[src/rtl/rxr_pkg.sv]
package rxr_pkg;
  localparam int DESC_W    = 32;
  localparam int LEN_W     = 12;
  localparam int CRC_BYTES = 4;

  localparam int OWN_BIT   = 31;
  localparam int LEN_HI    = 27;
  localparam int LEN_LO    = 16;
  localparam int FIRST_BIT = 11;
  localparam int LAST_BIT  = 10;
  localparam int ESUM_BIT  = 7;
  localparam int RUNT_BIT  = 6;
  localparam int LONG_BIT  = 5;
  localparam int CRC_BIT   = 3;
  localparam int RXERR_BIT = 2;

  typedef enum logic [2:0] {
    CLS_OK    = 3'd0,
    CLS_EMPTY = 3'd1,
    CLS_LEN   = 3'd2,
    CLS_FRAME = 3'd3,
    CLS_CRC   = 3'd4,
    CLS_OTHER = 3'd5,
    CLS_SPLIT = 3'd6
  } rx_cls_e;

  typedef enum logic [2:0] {
    ST_INIT,
    ST_IDLE,
    ST_EVAL,
    ST_WAIT,
    ST_CHECK
  } ctl_st_e;
endpackage

[src/rtl/rxr_desc_mem.sv]
module rxr_desc_mem #(
  parameter int AW = 3,
  parameter int DW = 32
) (
  input  logic          clk,
  input  logic          we,
  input  logic [AW-1:0] waddr,
  input  logic [DW-1:0] wdata,
  input  logic [AW-1:0] a_addr,
  output logic [DW-1:0] a_data,
  input  logic [AW-1:0] b_addr,
  output logic [DW-1:0] b_data
);
  localparam int WORDS = 2 ** AW;

  logic [DW-1:0] mem [WORDS];

  // one write port, two registered read ports
  always_ff @(posedge clk) begin
    if (we) mem[waddr] <= wdata;
    a_data <= mem[a_addr];
    b_data <= mem[b_addr];
  end
endmodule

[src/rtl/rxr_status_dec.sv]
module rxr_status_dec
  import rxr_pkg::*;
(
  input  logic [DESC_W-1:0] status,
  output rx_cls_e           cls,
  output logic [LEN_W-1:0]  len
);
  logic unused_bits;
  assign unused_bits = ^{status[30:28], status[15:12], status[9:8],
                         status[4], status[1:0]};

  always_comb begin
    len = status[LEN_HI:LEN_LO] - LEN_W'(CRC_BYTES);
    if (status[OWN_BIT]) begin
      cls = CLS_EMPTY;
    end else if (status[ESUM_BIT]) begin
      if (status[RUNT_BIT] || status[LONG_BIT]) cls = CLS_LEN;
      else if (status[RXERR_BIT])               cls = CLS_FRAME;
      else if (status[CRC_BIT])                 cls = CLS_CRC;
      else                                      cls = CLS_OTHER;
    end else if (!(status[FIRST_BIT] && status[LAST_BIT])) begin
      cls = CLS_SPLIT;
    end else begin
      cls = CLS_OK;
    end
  end
endmodule

[src/rtl/rxr_ring_ctrl.sv]
module rxr_ring_ctrl
  import rxr_pkg::*;
#(
  parameter int DEPTH     = 4,
  parameter int BUF_BYTES = 1536,
  localparam int IW = (DEPTH > 1) ? $clog2(DEPTH) : 1,
  localparam int AW = IW + 1,
  localparam int SW = $clog2(DEPTH + 1)
) (
  input  logic              clk,
  input  logic              rst,
  input  logic              poll_req,
  input  logic              rd_own,
  input  rx_cls_e           cls,
  input  logic [LEN_W-1:0]  len,
  output logic [AW-1:0]     rd_addr,
  output logic              init_we,
  output logic              recl_we,
  output logic [AW-1:0]     wr_addr,
  output logic [DESC_W-1:0] wr_data,
  output logic              result_valid,
  output logic              frm_valid,
  output logic [LEN_W-1:0]  frm_len,
  output logic [2:0]        err_class,
  output logic [IW-1:0]     buf_idx,
  output logic              poll_demand
);
  localparam logic [DESC_W-1:0] OWN_WORD  = DESC_W'(1) << OWN_BIT;
  localparam logic [DESC_W-1:0] CTRL_WORD = DESC_W'(BUF_BYTES);

  ctl_st_e       state;
  logic [IW-1:0] ptr;
  logic [IW-1:0] ptr_nxt;
  logic [SW-1:0] steps;
  logic [AW-1:0] init_cnt;

  assign ptr_nxt = (ptr == IW'(DEPTH - 1)) ? '0 : ptr + IW'(1);
  assign rd_addr = {ptr, 1'b0};

  always_comb begin
    init_we = (state == ST_INIT);
    recl_we = ((state == ST_EVAL) && (cls != CLS_EMPTY)) ||
              ((state == ST_CHECK) && !rd_own && (steps != SW'(DEPTH)));
    if (state == ST_INIT) begin
      wr_addr = init_cnt;
      wr_data = init_cnt[0] ? CTRL_WORD : OWN_WORD;
    end else begin
      wr_addr = {ptr, 1'b0};
      wr_data = OWN_WORD;
    end
  end

  always_ff @(posedge clk) begin
    if (rst) begin
      state        <= ST_INIT;
      init_cnt     <= '0;
      ptr          <= '0;
      steps        <= '0;
      result_valid <= 1'b0;
      frm_valid    <= 1'b0;
      frm_len      <= '0;
      err_class    <= '0;
      buf_idx      <= '0;
      poll_demand  <= 1'b0;
    end else begin
      result_valid <= 1'b0;
      frm_valid    <= 1'b0;
      poll_demand  <= 1'b0;
      case (state)
        ST_INIT: begin
          init_cnt <= init_cnt + AW'(1);
          if (init_cnt == AW'(2 * DEPTH - 1)) begin
            ptr   <= '0;
            state <= ST_IDLE;
          end
        end
        ST_IDLE: begin
          if (poll_req) state <= ST_EVAL;
        end
        ST_EVAL: begin
          result_valid <= 1'b1;
          err_class    <= cls;
          frm_len      <= len;
          buf_idx      <= ptr;
          frm_valid    <= (cls == CLS_OK);
          if (cls == CLS_EMPTY) begin
            state <= ST_IDLE;
          end else begin
            ptr   <= ptr_nxt;
            steps <= SW'(1);
            state <= ST_WAIT;
          end
        end
        ST_WAIT: begin
          // registered read of the new pointer lands here
          state <= ST_CHECK;
        end
        ST_CHECK: begin
          if (recl_we) begin
            ptr   <= ptr_nxt;
            steps <= steps + SW'(1);
            state <= ST_WAIT;
          end else begin
            poll_demand <= 1'b1;
            state       <= ST_IDLE;
          end
        end
        default: state <= ST_IDLE;
      endcase
    end
  end
endmodule

[src/rtl/rx_ring_consumer.sv]
module rx_ring_consumer
  import rxr_pkg::*;
#(
  parameter int DEPTH     = 4,
  parameter int BUF_BYTES = 1536,
  localparam int IW = (DEPTH > 1) ? $clog2(DEPTH) : 1,
  localparam int AW = IW + 1
) (
  input  logic              clk,
  input  logic              rst,
  input  logic              poll_req,
  input  logic              eng_we,
  input  logic [AW-1:0]     eng_addr,
  input  logic [DESC_W-1:0] eng_wdata,
  output logic [DESC_W-1:0] eng_rdata,
  output logic              result_valid,
  output logic              frm_valid,
  output logic [LEN_W-1:0]  frm_len,
  output logic [2:0]        err_class,
  output logic [IW-1:0]     buf_idx,
  output logic              poll_demand
);
  logic [AW-1:0]     rd_addr;
  logic [DESC_W-1:0] rd_status;
  logic              init_we;
  logic              recl_we;
  logic              blk_we;
  logic [AW-1:0]     wr_addr;
  logic [DESC_W-1:0] wr_data;
  logic              mem_we;
  logic [AW-1:0]     mem_waddr;
  logic [DESC_W-1:0] mem_wdata;
  rx_cls_e           cls;
  logic [LEN_W-1:0]  len;

  // block writes win over the engine port
  assign blk_we    = init_we | recl_we;
  assign mem_we    = blk_we | eng_we;
  assign mem_waddr = blk_we ? wr_addr : eng_addr;
  assign mem_wdata = blk_we ? wr_data : eng_wdata;

  rxr_desc_mem #(.AW(AW), .DW(DESC_W)) u_mem (
    .clk    (clk),
    .we     (mem_we),
    .waddr  (mem_waddr),
    .wdata  (mem_wdata),
    .a_addr (rd_addr),
    .a_data (rd_status),
    .b_addr (eng_addr),
    .b_data (eng_rdata)
  );

  rxr_status_dec u_dec (
    .status (rd_status),
    .cls    (cls),
    .len    (len)
  );

  rxr_ring_ctrl #(.DEPTH(DEPTH), .BUF_BYTES(BUF_BYTES)) u_ctrl (
    .clk          (clk),
    .rst          (rst),
    .poll_req     (poll_req),
    .rd_own       (rd_status[OWN_BIT]),
    .cls          (cls),
    .len          (len),
    .rd_addr      (rd_addr),
    .init_we      (init_we),
    .recl_we      (recl_we),
    .wr_addr      (wr_addr),
    .wr_data      (wr_data),
    .result_valid (result_valid),
    .frm_valid    (frm_valid),
    .frm_len      (frm_len),
    .err_class    (err_class),
    .buf_idx      (buf_idx),
    .poll_demand  (poll_demand)
  );
endmodule

[config.mk]
export PLATFORM = sky130hd
export DESIGN_NAME = rx_ring_consumer
export DESIGN_NICKNAME = d
export VERILOG_FILES = /design/src/rtl/rxr_pkg.sv /design/src/rtl/rxr_desc_mem.sv /design/src/rtl/rxr_status_dec.sv /design/src/rtl/rxr_ring_ctrl.sv /design/src/rtl/rx_ring_consumer.sv
export SDC_FILE = /design/constraint.sdc
export NUM_CORES = 1
export LEC_CHECK = 0
export CAP_MARGIN = 20
export CORE_MARGIN = 2
export CORE_UTILIZATION = 55
export CTS_BUF_LIST = sky130_fd_sc_hd__clkbuf_4 sky130_fd_sc_hd__clkbuf_8 sky130_fd_sc_hd__clkbuf_16
export DETAILED_ROUTE_END_ITERATION = 12
export DONT_BUFFER_PORTS = 1
export GPL_TIMING_DRIVEN = 0
export PLACE_DENSITY = 0.69
export SLEW_MARGIN = 40
export SYNTH_ARGS = -nofsm -noshare
export SYNTH_HDL_FRONTEND = slang
export SYNTH_SLANG_ARGS = --single-unit
[constraint.sdc]
create_clock -name clk -period 16.7 [get_ports clk]
set_clock_uncertainty 0.15 [all_clocks]
set_input_delay 3.34 -clock clk [delete_from_list [all_inputs] [get_ports clk]]
set_output_delay 3.34 -clock clk [all_outputs]
set_load 0.02 [all_outputs]
== Word-level counts from Yosys, hierarchy flattened ==
Memories as Yosys holds them, arrays and structs flattened. A register that Yosys moved wholly into a read port is not among the register bits.
Cells that the tools add are included.

* Register bits: 31
* Word-level logic and storage cells: 76
* Memories: 1
* Bits in writable memories: 256
* Bits of input ports: 39
* Output and inout port bits: 52

* Multiplexer cells: 28
* Add/subtract/negate cells: 4
* Bitwise operators: 4
* Reductions and logical operators: 16
* Eq/ne operators: 13

{| class="wikitable"
|+ Memory list
! name !! depth !! width !! rd ports !! clocked after Yosys merged registers in !! write ports !! line !! text
|-
| u_mem.mem || 8 || 32 || 2 || 2 || 1 || rxr_desc_mem.sv:16 || <nowiki>logic [DW-1:0] mem [WORDS];</nowiki>
|}

{| class="wikitable"
|+ Operator list
! kind !! number
|-
| two-way mux 32 bit || 3
|-
| two-way mux 3 bit || 11
|-
| case mux 3 bit (5 select lines) || 1
|-
| two-way mux 2 bit || 6
|-
| subtractor 12 x 3 -> 12 bit, second input constant || 1
|-
| adder 3 x 1 -> 3 bit, second input constant || 2
|-
| == test 3 x 1 -> 1 bit, second input constant || 2
|-
| == test 3 x 2 -> 1 bit, second input constant || 2
|-
| == test 3 bit, second input constant || 2
|-
| logical NOT 3 bit || 2
|-
| inequality test 2 bit, second input constant || 3
|-
| case mux 2 bit (3 select lines) || 1
|-
| case mux 3 bit (2 select lines) || 1
|-
| two-way mux 1 bit || 5
|-
| logical AND 1 bit || 4
|-
| AND reduction 4 bit || 1
|-
| OR reduction 2 bit || 2
|-
| inequality test 3 x 1 -> 1 bit, second input constant || 1
|-
| inequality test 3 bit, second input constant || 1
|-
| AND reduction 3 bit || 1
|-
| nonzero test 3 bit || 1
|-
| adder 2 x 1 -> 2 bit, second input constant || 1
|-
| == test 2 bit, second input constant || 1
|-
| logical OR 1 bit || 2
|-
| other kinds (6) || 8
|}

== Logic depth before layout (Yosys ltp) ==
Gate-level depths: netlist of the first run.

* Depth in word-level cells: 12
* Gate-level depth with buffers: 7
* Depth with buffers taken out: 6

== Hierarchy ==
From an unflattened synthesis of the first run, not the netlist that was laid out.

* Cells, all modules: 818
* Area total of the unflattened synthesis: 15,477.3 µm²

{| class="wikitable"
|+ By module, submodules not included
! module !! times used !! cells an instance !! area an instance (µm²)
|-
| rxr_desc_mem || 1 || 561 || 13,180.1
|-
| rxr_ring_ctrl || 1 || 182 || 1,616.6
|-
| rx_ring_consumer || 1 || 40 || 450.4
|-
| rxr_status_dec || 1 || 35 || 230.2
|}

== Least setup slack after synthesis of the first run ==
OpenSTA, ideal clock, no wires.

* Path kind: input port to flip-flop
* From: input port eng_addr[1]
* To: memory u_mem.mem[1][0], enable pin
* Data required time: 16.048 ns
* Stages on the path: 4
* Setup slack: 8.966 ns
* Arrival: 7.083 ns
* Setup time: 0.502 ns
* Cell sequence: buf_2 > buf_2 > mux2_2 > nor4_1

* Longest elaborated chain between the ends: 1

{| class="wikitable"
|+ RTL lines
! item !! line !! text
|-
| from (decl) || rx_ring_consumer.sv:13 || <nowiki>input logic [AW-1:0] eng_addr,</nowiki>
|-
| two-way mux 3 bit || rx_ring_consumer.sv:39 || <nowiki>assign mem_waddr = blk_we ? wr_addr : eng_addr;</nowiki>
|-
| to (decl) || rxr_desc_mem.sv:16 ||
|}

Every way passes these cells.

== Worst setup path after layout of the first run ==
* From: input port eng_addr[1]
* To: memory u_mem.mem[7][14], enable pin

Same word-level chain as after synthesis.

==> results of run 1 <==
[final cells by class]
| cell class | count | share of cell area, % |
|---|---|---|
| Inverter | 9 | 0.226 |
| Multi-Input combinational cell | 288 | 23.1 |
| Clock buffer | 44 | 6.38 |
| Timing Repair Buffer | 63 | 2.41 |
| Tap cell | 319 | 2.67 |
| Clock inverter | 20 | 1.37 |
| Sequential cell | 339 | 62.4 |
| Buffer | 38 | 1.35 |
[power groups by stage]
stage | clock network (mW) | logic [mW] | registers, mW
after floorplan | 0 | 0.0933 | 1.02
after global placement | 0 | 0.128 | 1.03
after detailed placement | 0 | 0.146 | 1.02
after CTS | 0.788 | 0.147 | 1.01
after global routing | 0.822 | 0.155 | 1.01
final | 0.776 | 0.145 | 1.01
[cell families (layout without fill, tap and decap cells)]
logic type                 count (synthesis)  in the layout  synth area share, %
AOI/OAI and AO/OA                         49             49                 2.60
muxes                                    125            125                 18.0
buffers and inverters                     47            174                 1.81
and+or+nand+nor                          101            101                 4.61
DFF                                      339            339                 71.9
xor gates and xnor gates                   7              7                0.471
adders and majority gates                  6              6                0.577
[path summary, 6_finish.rpt]
| kind | startpoint | to | slack (ns) | cells after the start |
|---|---|---|---|---|
| setup / recovery | eng_addr[1] | u_mem.mem[7][14] | 11.11 | 8 |
| hold / removal | u_mem.a_data[16] | u_ctrl.frm_len[0] | 0.33 | 2 |
| setup reg to reg | u_ctrl.steps[0] | u_mem.mem[5][18] | 13.20 | 10 |
| hold reg to reg | u_mem.a_data[16] | u_ctrl.frm_len[0] | 0.33 | 2 |
[sequential cells by signal, summed over array words and instances, names as in the netlist, 2 cells and up]
| name | flops |
|---|---|
| u_ctrl.err_class | 3 |
| u_mem.b_data | 32 |
| u_ctrl.ptr | 2 |
| u_ctrl.steps | 3 |
| u_ctrl.buf_idx | 2 |
| u_mem.a_data | 20 |
| u_mem.mem | 256 |
| u_ctrl.init_cnt | 3 |
| u_ctrl.frm_len | 12 |
| u_ctrl.state | 3 |
[critical path, delay by kind of cell]
kind | cells | cell delay, ns
and+or+nand+nor | 1 | 0.61
buffers and inverters | 6 | 1.44
muxes | 1 | 0.25
[cell usage in the layout (no fill, tap or decap), types with 3 or more instances in the layout]
master,count
sky130_fd_sc_hd__edfxtp_1,256
sky130_fd_sc_hd__mux4_2,84
sky130_fd_sc_hd__dfxtp_1,83
sky130_fd_sc_hd__buf_2,66
sky130_fd_sc_hd__mux2_2,35
sky130_fd_sc_hd__clkbuf_16,35
sky130_fd_sc_hd__nor2b_1,32
sky130_fd_sc_hd__nor2_1,20
sky130_fd_sc_hd__buf_4,17
sky130_fd_sc_hd__nand2_1,16
sky130_fd_sc_hd__a21oi_1,16
sky130_fd_sc_hd__clkbuf_1,10
sky130_fd_sc_hd__inv_1,9
sky130_fd_sc_hd__a211oi_1,8
sky130_fd_sc_hd__clkinv_2,8
sky130_fd_sc_hd__clkbuf_4,7
sky130_fd_sc_hd__ha_1,6
sky130_fd_sc_hd__buf_6,5
sky130_fd_sc_hd__mux2i_1,5
sky130_fd_sc_hd__nor4_2,5
sky130_fd_sc_hd__o21ai_0,5
sky130_fd_sc_hd__xnor2_1,5
sky130_fd_sc_hd__clkinv_1,5
sky130_fd_sc_hd__nor3_2,4
sky130_fd_sc_hd__bufinv_16,4
sky130_fd_sc_hd__o31ai_1,3
sky130_fd_sc_hd__or3_1,3
sky130_fd_sc_hd__a211oi_2,3
sky130_fd_sc_hd__nand3_1,3
sky130_fd_sc_hd__inv_6,3
[metal layers]
metal	vias to the layer above	global-route usage (%)	wire, um
met5	-	0	0
met3	39	4.24	1600
li1	2904	-	-
met1	3397	31.3	11600
met2	232	39.4	14000
met4	0	6.49	484
==> impl_metrics.ini, run 1 <==
[clock_network]
clock_tree_from_tritoncts = yes
cts_root_buffer = sky130_fd_sc_hd__clkbuf_16
cts_repair_resize_count = 0
cts_buffer_depth = 3
insertion_delay_ns = 0.52
htree_num_levels = 2
clock_buffer_count_from_cts = 35
cts.sink_count = 339
cts.hold.buffers_added = 0
clkTransAtPathRegs_ns = 0.06
post-cts-setup-buffers = 0

[grt]
grt_overflow_total = 0
antenna_violations_before_repair = 0
grt_start_max_net_pins = 15
grt_first_pass_wirelength_um = 41800
grt_pass1_vias = 6890
grt_usage_pct = 23.3

[worst_setup_path]
crit_path_cell_trace = buf_2 > buf_2 > mux2i_1 > nor4_2 > buf_4 > buf_2 > buf_2 > buf_2
cp_common_cell = sky130_fd_sc_hd__buf_2
timing.critical_path.slowest_cell_delay_ns = 0.61
critical_path_arrival_ns = 5.66
worst_setup_path_type = primary input to flip-flop
cp-end-kind = flip-flop
critical_path.slowest_cell = sky130_fd_sc_hd__nor4_2
worstPathRequired_ns = 16.77
crit_path_max_fanout = 10
critical_path.startpoint_type = primary input

[sta]
max_freq_mhz = 179
worstMarginPinSlew_ns = 0.886
layout_setup_ws_ns = 11.11
final.hold.worst_slack_ns = 0.331
slew_headroom_pct = 40.9
setup_total_negative_slack_ns = 0
final-setup-viol-count = 0
layout_worst_path_cycle_share_pct = 33.4
grt_setup_unrepaired = no
final_max_slew_viol_count = 0
fin_crit_ns = 5.59
finalHoldViolCount = 0

[placed_design]
detailed_place.area_mm2 = 0.0138
port_buffers = 0
dp.final_hpwl_um = 19100
dpl.cell_count = 1056
placement.setup.worst_slack_ns = 10.60
place_congestion = 0.782

[synthesis]
synthDistinctLibCells = 51
cell_area_after_synthesis_mm2 = 0.0130
count_of_mapped_cells_out_of_synthesis = 674
yosys.area.top_type = sky130_fd_sc_hd__edfxtp_1
synth_commonest_cells = sky130_fd_sc_hd__edfxtp_1 (256), sky130_fd_sc_hd__mux4_2 (84), sky130_fd_sc_hd__dfxtp_1 (83)
cell_with_the_most_instances_after_synthesis = sky130_fd_sc_hd__edfxtp_1
synth_enable_flop_cells = 256
ys_ff_latch = 339
yosysTopAreaCellShare_pct = 59.1
top_flip_flop_cell_by_instance_count_after_synthesis = sky130_fd_sc_hd__edfxtp_1
yosys_warnings = 0
yosys-top-cells-area = sky130_fd_sc_hd__edfxtp_1 (59%), sky130_fd_sc_hd__mux4_2 (15%), sky130_fd_sc_hd__dfxtp_1 (13%)
synth-seq-area-share_pct = 71.9
average_instance_area_after_synthesis_um2 = 19.3
synth_nets = 719
share_of_synthesized_registers_carrying_an_async_set_or_reset_pct = 0

[route]
postRouteWirelength_um = 27700
via_count = 6572
vias_per_cell = 5.87
drc = 0
drtPass1Iterations = 5
ant_nets = 0
routed_wire_length_per_instance_um = 24.7
drt-initial-drc-count = 662

[cells_and_area]
drive_above_1_share_pct = 36.1
final_util_pct = 64.2
insertedDiodeCount = 0
register_area_mm2 = 0.00935
nFillCells = 1606
multiInputGateArea_mm2 = 0.00347
layoutNonFillerInstCount = 1120
layout.cell_area.non_filler_mm2 = 0.0150
areaGrowthSynthToFinish_pct = 15.1
fin_nets = 819

[pwr]
power_density_mw_per_mm2 = 129
seqPwrFrac_pct = 52.2
design_power_total_mw = 1.93
cell_internal_pwr_mw = 1.51
switchingPower_uw = 422
combPwrFrac_pct = 7.5
power.switching_fraction_pct = 21.9
irDropWorstVdd_uv = 89.0
leakage_nw = 5.22
pwr-share-clk_pct = 40.3

[floorplan]
start_util_pct = 55.7
io_pins = 91
dieArea_mm2 = 0.0249
die_width_um = 158
die_h_um = 158
core-area_mm2 = 0.0233
rows = 56

[status]
outcome = finished clean

[min_path]
hold_path_class = flip-flop to flip-flop

[run]
drv.max_cap_violation_count = 0
(Power assumes the default switching activity.)
==> run 2, diff against run 1 <==
clock period = 5.4 ns   (was 16.7 ns; I/O delays follow)
==> run 2 against run 1 <==
  * Hold slack barely moved
  * Global-route usage up 0.43 points
  * Flip-flop and latch count did not move
  * Worst setup slack lost 9.3 ns
  * Core utilization rose by 0.39 points
  * Largest power group unchanged
  * Largest cell class unchanged
  * Power rose to 3.1 times the previous value
  * Combinational power rose to 3.1 times the previous value
==> impl_metrics.ini, run 2 (synthesis gave the netlist of run 1 again) <==
[floorplan]
dieArea_mm2 = 0.0249
io_pins = 91
die_width_um = 158
rows = 56
start_util_pct = 55.7
die_h_um = 158
core-area_mm2 = 0.0233

[sta]
final.hold.worst_slack_ns = 0.330
final-setup-viol-count = 0
finalHoldViolCount = 0
slew_headroom_pct = 45.4
layout_worst_path_cycle_share_pct = 67.0
grt_setup_unrepaired = no
layout_setup_ws_ns = 1.78
max_freq_mhz = 276
final_max_slew_viol_count = 0
worstMarginPinSlew_ns = 0.819
fin_crit_ns = 3.62

[route]
drc = 0
routed_wire_length_per_instance_um = 25.1
drtPass1Iterations = 5
via_count = 6687
vias_per_cell = 5.99
postRouteWirelength_um = 28100
ant_nets = 0
drt-initial-drc-count = 725

[pwr]
irDropWorstVdd_uv = 368
leakage_nw = 5.21
design_power_total_mw = 6.03
power_density_mw_per_mm2 = 400

[min_path]
worstHoldEndpoint = u_ctrl.frm_len[0]
worstHoldPathCells = 2
hold_path_class = flip-flop to flip-flop
hold_path.startpoint = u_mem.a_data[16]

[clock_network]
cts_repair_resize_count = 0
cts_buffer_depth = 3
cts.hold.buffers_added = 0
clkTransAtPathRegs_ns = 0.06
post-cts-setup-buffers = 0
insertion_delay_ns = 0.50
cts.sink_count = 339
cts_root_buffer = sky130_fd_sc_hd__clkbuf_16
clock_buffer_count_from_cts = 36
clock_tree_from_tritoncts = yes
htree_num_levels = 2

[worst_setup_path]
cp.buffers_inverters = 6
worst_r2r_path_depth = 11
regToRegSetupSlack_ns = 1.78
worst_setup_path_type = flip-flop to flip-flop
cp-end-kind = flip-flop
critical_path.reg2reg.startpoint = u_ctrl.steps[0]
crit_path_cell_trace = inv_1 > ha_1 > a211o_1 > a21oi_2 > buf_6 > o21ai_0 > nor3_2 > buf_4 > buf_2 > buf_2 > buf_4
critical_path_arrival_ns = 3.68
worstPathRequired_ns = 5.46
crit_path_max_fanout = 10
critical_path.slowest_cell = sky130_fd_sc_hd__nor3_2
critical_path.startpoint_type = flip-flop
crit-reg2reg-capture = u_mem.mem[0][14]
timing.critical_path.slowest_cell_delay_ns = 0.48
path_delay_family = buffers and inverters

[cells_and_area]
drive_above_1_share_pct = 36.0
top_register = u_mem.mem
areaGrowthSynthToFinish_pct = 15.8
flip_flop_count_of_the_largest_register_all_copies_and_words_added = 256
reg_top3 = u_mem.mem: 256 flops, u_mem.b_data: 32 flops, u_mem.a_data: 20 flops
layoutNonFillerInstCount = 1116
layout.cell_area.non_filler_mm2 = 0.0151
most-common-layout-cells = sky130_fd_sc_hd__edfxtp_1 (256), sky130_fd_sc_hd__mux4_2 (84), sky130_fd_sc_hd__dfxtp_1 (83), sky130_fd_sc_hd__buf_2 (45), sky130_fd_sc_hd__clkbuf_16 (37)
commonest_non_fill_non_tap_cell_in_the_layout = sky130_fd_sc_hd__edfxtp_1
fin_nets = 813

[run]
drv.max_cap_violation_count = 0

[grt]
grt_start_max_net_pins = 14
grt_overflow_total = 0
grt_usage_pct = 23.7
grt_pass1_vias = 7129
grt_first_pass_wirelength_um = 42900
antenna_violations_before_repair = 2

[placed_design]
dpl.cell_count = 1049
dp.final_hpwl_um = 19300
detailed_place.area_mm2 = 0.0138
place_congestion = 0.757
port_buffers = 0
placement.setup.worst_slack_ns = 1.57

[status]
outcome = finished clean
run 2: cell types whose count changed in the layout (fill, tap and decap cells not counted), moves of 3 or more:
cell                       change
sky130_fd_sc_hd__buf_2        -21
sky130_fd_sc_hd__buf_4        +10
sky130_fd_sc_hd__clkbuf_4      +6
sky130_fd_sc_hd__buf_6         +4
sky130_fd_sc_hd__clkinv_2      -4
sky130_fd_sc_hd__clkbuf_8      +3
sky130_fd_sc_hd__clkinv_1      -3
sky130_fd_sc_hd__diode_2       +3
sky130_fd_sc_hd__inv_6         -3
run 2: tightest hold or removal path: cells and delay by family (launching register included):
kind	cells	cell delay, ns
DFF	1	0.32
AOI/OAI and AO/OA	1	0.06
and+or+nand+nor	1	0.06
run 2: how the worst max path moves through the flow:
stage,start,to,cells past startpoint
2_1_floorplan,eng_addr[1],u_mem.mem[1][0],4
3_3_place_gp,eng_addr[1],u_mem.mem[1][18],4
3_5_place_dp,eng_addr[1],u_mem.mem[2][18],7
4_1_cts,u_ctrl.steps[0],u_mem.mem[0][7],11
5_1_grt,u_ctrl.steps[0],u_mem.mem[5][14],11
6_report,u_ctrl.steps[0],u_mem.mem[0][14],11
run 2: power by group:
part | internal (mW) | switching [mW] | total [mW]
combinational | 0.211 | 0.242 | 0.454
clock | 1.54 | 0.927 | 2.46
sequential | 2.99 | 0.119 | 3.11
run 2: routing by layer:
| layer | vias to the layer above | track usage, % | wire (um) |
|---|---|---|---|
| li1 | 2901 | - | - |
| met1 | 3453 | 30.7 | 10900 |
| met2 | 272 | 41.1 | 14600 |
| met3 | 61 | 3.83 | 1760 |
| met4 | 0 | 8.05 | 850 |
| met5 | - | 0 | 0 |
run 2: metrics by stage:
stage / utilization, % / setup TNS, ns
floorplan: - / -4.74
global placement: 57.5 / -538.80
detailed placement: 59.3 / 0
CTS: 64.5 / 0
global route: 64.5 / 0
finish: 64.6 / 0
run 2: layout make-up:
class | instances | area [um2]
buffer | 38 | 204
clock inverter | 9 | 118
fill | 1604 | 8270
clock buffer | 55 | 1090
multi-input combinational | 288 | 3480
antenna | 3 | 7.51
timing repair buffer | 56 | 377
sequential | 339 | 9350
tap | 319 | 399
inverter | 9 | 33.8
==> run 3, diff against run 2 <==
PLACE_DENSITY = 0.72   (was 0.69)
clock period = 3.05 ns   (was 5.4 ns; I/O delays follow)
==> run 3 against run 2 <==
  * Final cell count is 1.3% lower
  * Clock power is 70% higher
  * Die area stayed put
  * Power is 75% higher
  * Routed wire length is 1.8% lower
  * Core utilization is 0.14 points higher
  * Count of clock-buffer cells in the layout is 9 lower
  * Global-route usage is 0.77 points lower
  * Sequential share of layout area is 0.12 points lower
  * Via count is 1.5% lower
  * Largest cell class unchanged
  * Highest routed layer unchanged
==> impl_metrics.ini, run 3 (synthesis gave the netlist of run 1 again) <==
[cells_and_area]
top_register = u_mem.mem
commonest_non_fill_non_tap_cell_in_the_layout = sky130_fd_sc_hd__edfxtp_1
areaGrowthSynthToFinish_pct = 16.1
layout.cell_area.non_filler_mm2 = 0.0151
reg_top3 = u_mem.mem: 256 flops, u_mem.b_data: 32 flops, u_mem.a_data: 20 flops
most-common-layout-cells = sky130_fd_sc_hd__edfxtp_1 (256), sky130_fd_sc_hd__mux4_2 (84), sky130_fd_sc_hd__dfxtp_1 (81), sky130_fd_sc_hd__clkbuf_16 (35), sky130_fd_sc_hd__buf_4 (34)
fin_nets = 801
flip_flop_count_of_the_largest_register_all_copies_and_words_added = 256
drive_above_1_share_pct = 35.6

[floorplan]
die_width_um = 158
dieArea_mm2 = 0.0249
io_pins = 91
die_h_um = 158
start_util_pct = 55.7
core-area_mm2 = 0.0233
rows = 56

[min_path]
worstHoldEndpoint = u_ctrl.result_valid
worstHoldPathCells = 1
hold_path_class = primary input to flip-flop
hold_path.startpoint = rst

[sta]
final_max_slew_viol_count = 0
setup_total_negative_slack_ns = 0
slew_headroom_pct = 42.9
max_freq_mhz = 342
final-setup-viol-count = 0
worstMarginPinSlew_ns = 0.856
fin_crit_ns = 2.92
layout_worst_path_cycle_share_pct = 95.8
grt_setup_unrepaired = no
final.hold.worst_slack_ns = 0.0868
finalHoldViolCount = 0

[grt]
grt_overflow_total = 0
grt_pass1_vias = 6849
gr-usage-met2_pct = 38.3
grtUsageMet1_pct = 31.4
grt_first_pass_wirelength_um = 41500
grt_usage_pct = 22.9
grt.met3_usage_pct = 4.19
grt_start_max_net_pins = 16
grt_busiest_layer = met2
antenna_violations_before_repair = 0

[route]
routed_wire_length_per_instance_um = 25.0
vias_per_cell = 5.98
drc = 0
via_count = 6588
postRouteWirelength_um = 27500
ant_nets = 0
drtPass1Iterations = 5
drt-initial-drc-count = 628

[worst_setup_path]
cp-end-kind = flip-flop
critical_path.startpoint_type = flip-flop
crit-reg2reg-capture = u_mem.mem[4][3]
worstPathRequired_ns = 3.11
critical_path.reg2reg.startpoint = u_ctrl.steps[0]
worst_setup_path_type = flip-flop to flip-flop
worst_r2r_path_depth = 9
regToRegSetupSlack_ns = 0.13
crit_path_max_fanout = 10
critical_path_arrival_ns = 2.98

[pwr]
irDropWorstVdd_uv = 531
power_density_mw_per_mm2 = 698
leakage_nw = 5.13

[status]
outcome = finished clean

[placed_design]
dp.final_hpwl_um = 18500
place_congestion = 0.792
port_buffers = 0
detailed_place.area_mm2 = 0.0139

[clock_network]
clkTransAtPathRegs_ns = 0.06
htree_num_levels = 2
cts_buffer_depth = 3
insertion_delay_ns = 0.50
cts_root_buffer = sky130_fd_sc_hd__clkbuf_16
clock_buffer_count_from_cts = 35
clock_tree_from_tritoncts = yes
cts.sink_count = 339
cts.hold.buffers_added = 0

[run]
drv.max_cap_violation_count = 0
[run 3: worst max-delay path, cell delays in order, from the launching register on]
cell and delay (ns):
sky130_fd_sc_hd__dfxtp_2 0.35, sky130_fd_sc_hd__inv_2 0.05, sky130_fd_sc_hd__ha_4 0.16, sky130_fd_sc_hd__a211o_1 0.26
sky130_fd_sc_hd__a21oi_2 0.32, sky130_fd_sc_hd__buf_6 0.21, sky130_fd_sc_hd__o21ai_1 0.27, sky130_fd_sc_hd__nor3_4 0.46
sky130_fd_sc_hd__buf_6 0.22, sky130_fd_sc_hd__buf_4 0.17
[run 3: through the flow]
stage	util [%]	setup slack, ns	instances	power [mW]
6_report	64.7	0.129	1101	10.5
5_1_grt	64.7	0.0342	1100	10.9
4_1_cts	64.5	0.0534	1095	10.6
3_5_place_dp	59.5	-0.132	1030	6.44
3_3_place_gp	57.9	-1.80	993	6.32
2_1_floorplan	-	-0.224	674	6.09
[run 3: worst max-delay path by stage]
stage                                from          endpoint  slack (ns)
after detailed placement  u_ctrl.steps[0]  u_mem.mem[5][14]       -0.13
after global placement    u_ctrl.steps[0]  u_mem.mem[2][18]       -1.80
after CTS                 u_ctrl.steps[0]  u_mem.mem[7][24]        0.05
final                     u_ctrl.steps[0]   u_mem.mem[4][3]        0.13
after global routing      u_ctrl.steps[0]  u_mem.mem[0][14]        0.03
after floorplan           u_ctrl.steps[1]   u_mem.mem[4][0]       -0.22
[run 3: cell type report]
type	instances	area, um2
Buffer	38	204
Timing Repair Buffer	45	409
Clock buffer	46	977
Fill cell	1571	8240
Multi-Input combinational cell	288	3550
Antenna cell	1	2.50
Clock inverter	16	166
Sequential cell	339	9350
Inverter	9	33.8
Tap cell	319	399
[run 3: repair_timing]
item,in CTS,in global routing
resized for setup,1,0
endpoints found under the setup margin,32,21
setup buffers,3,5
pin swaps,2,2
gates cloned,0,0
[run 3: per-layer routing]
layer	vias to the layer above	share of wire [%]
li1	2882	-
met1	3429	40
met2	245	51
met3	32	6.6
met4	0	1.7
met5	-	0
[run 3: power breakdown]
| group | switching, mW | leakage (nW) | total, mW | internal (mW) |
|---|---|---|---|---|
| registers | 0.209 | 3.11 | 5.51 | 5.30 |
| clock network | 1.67 | 0.563 | 4.19 | 2.52 |
| logic | 0.440 | 1.46 | 0.841 | 0.401 |
| total | 2.32 | 5.13 | 10.5 | 8.22 |
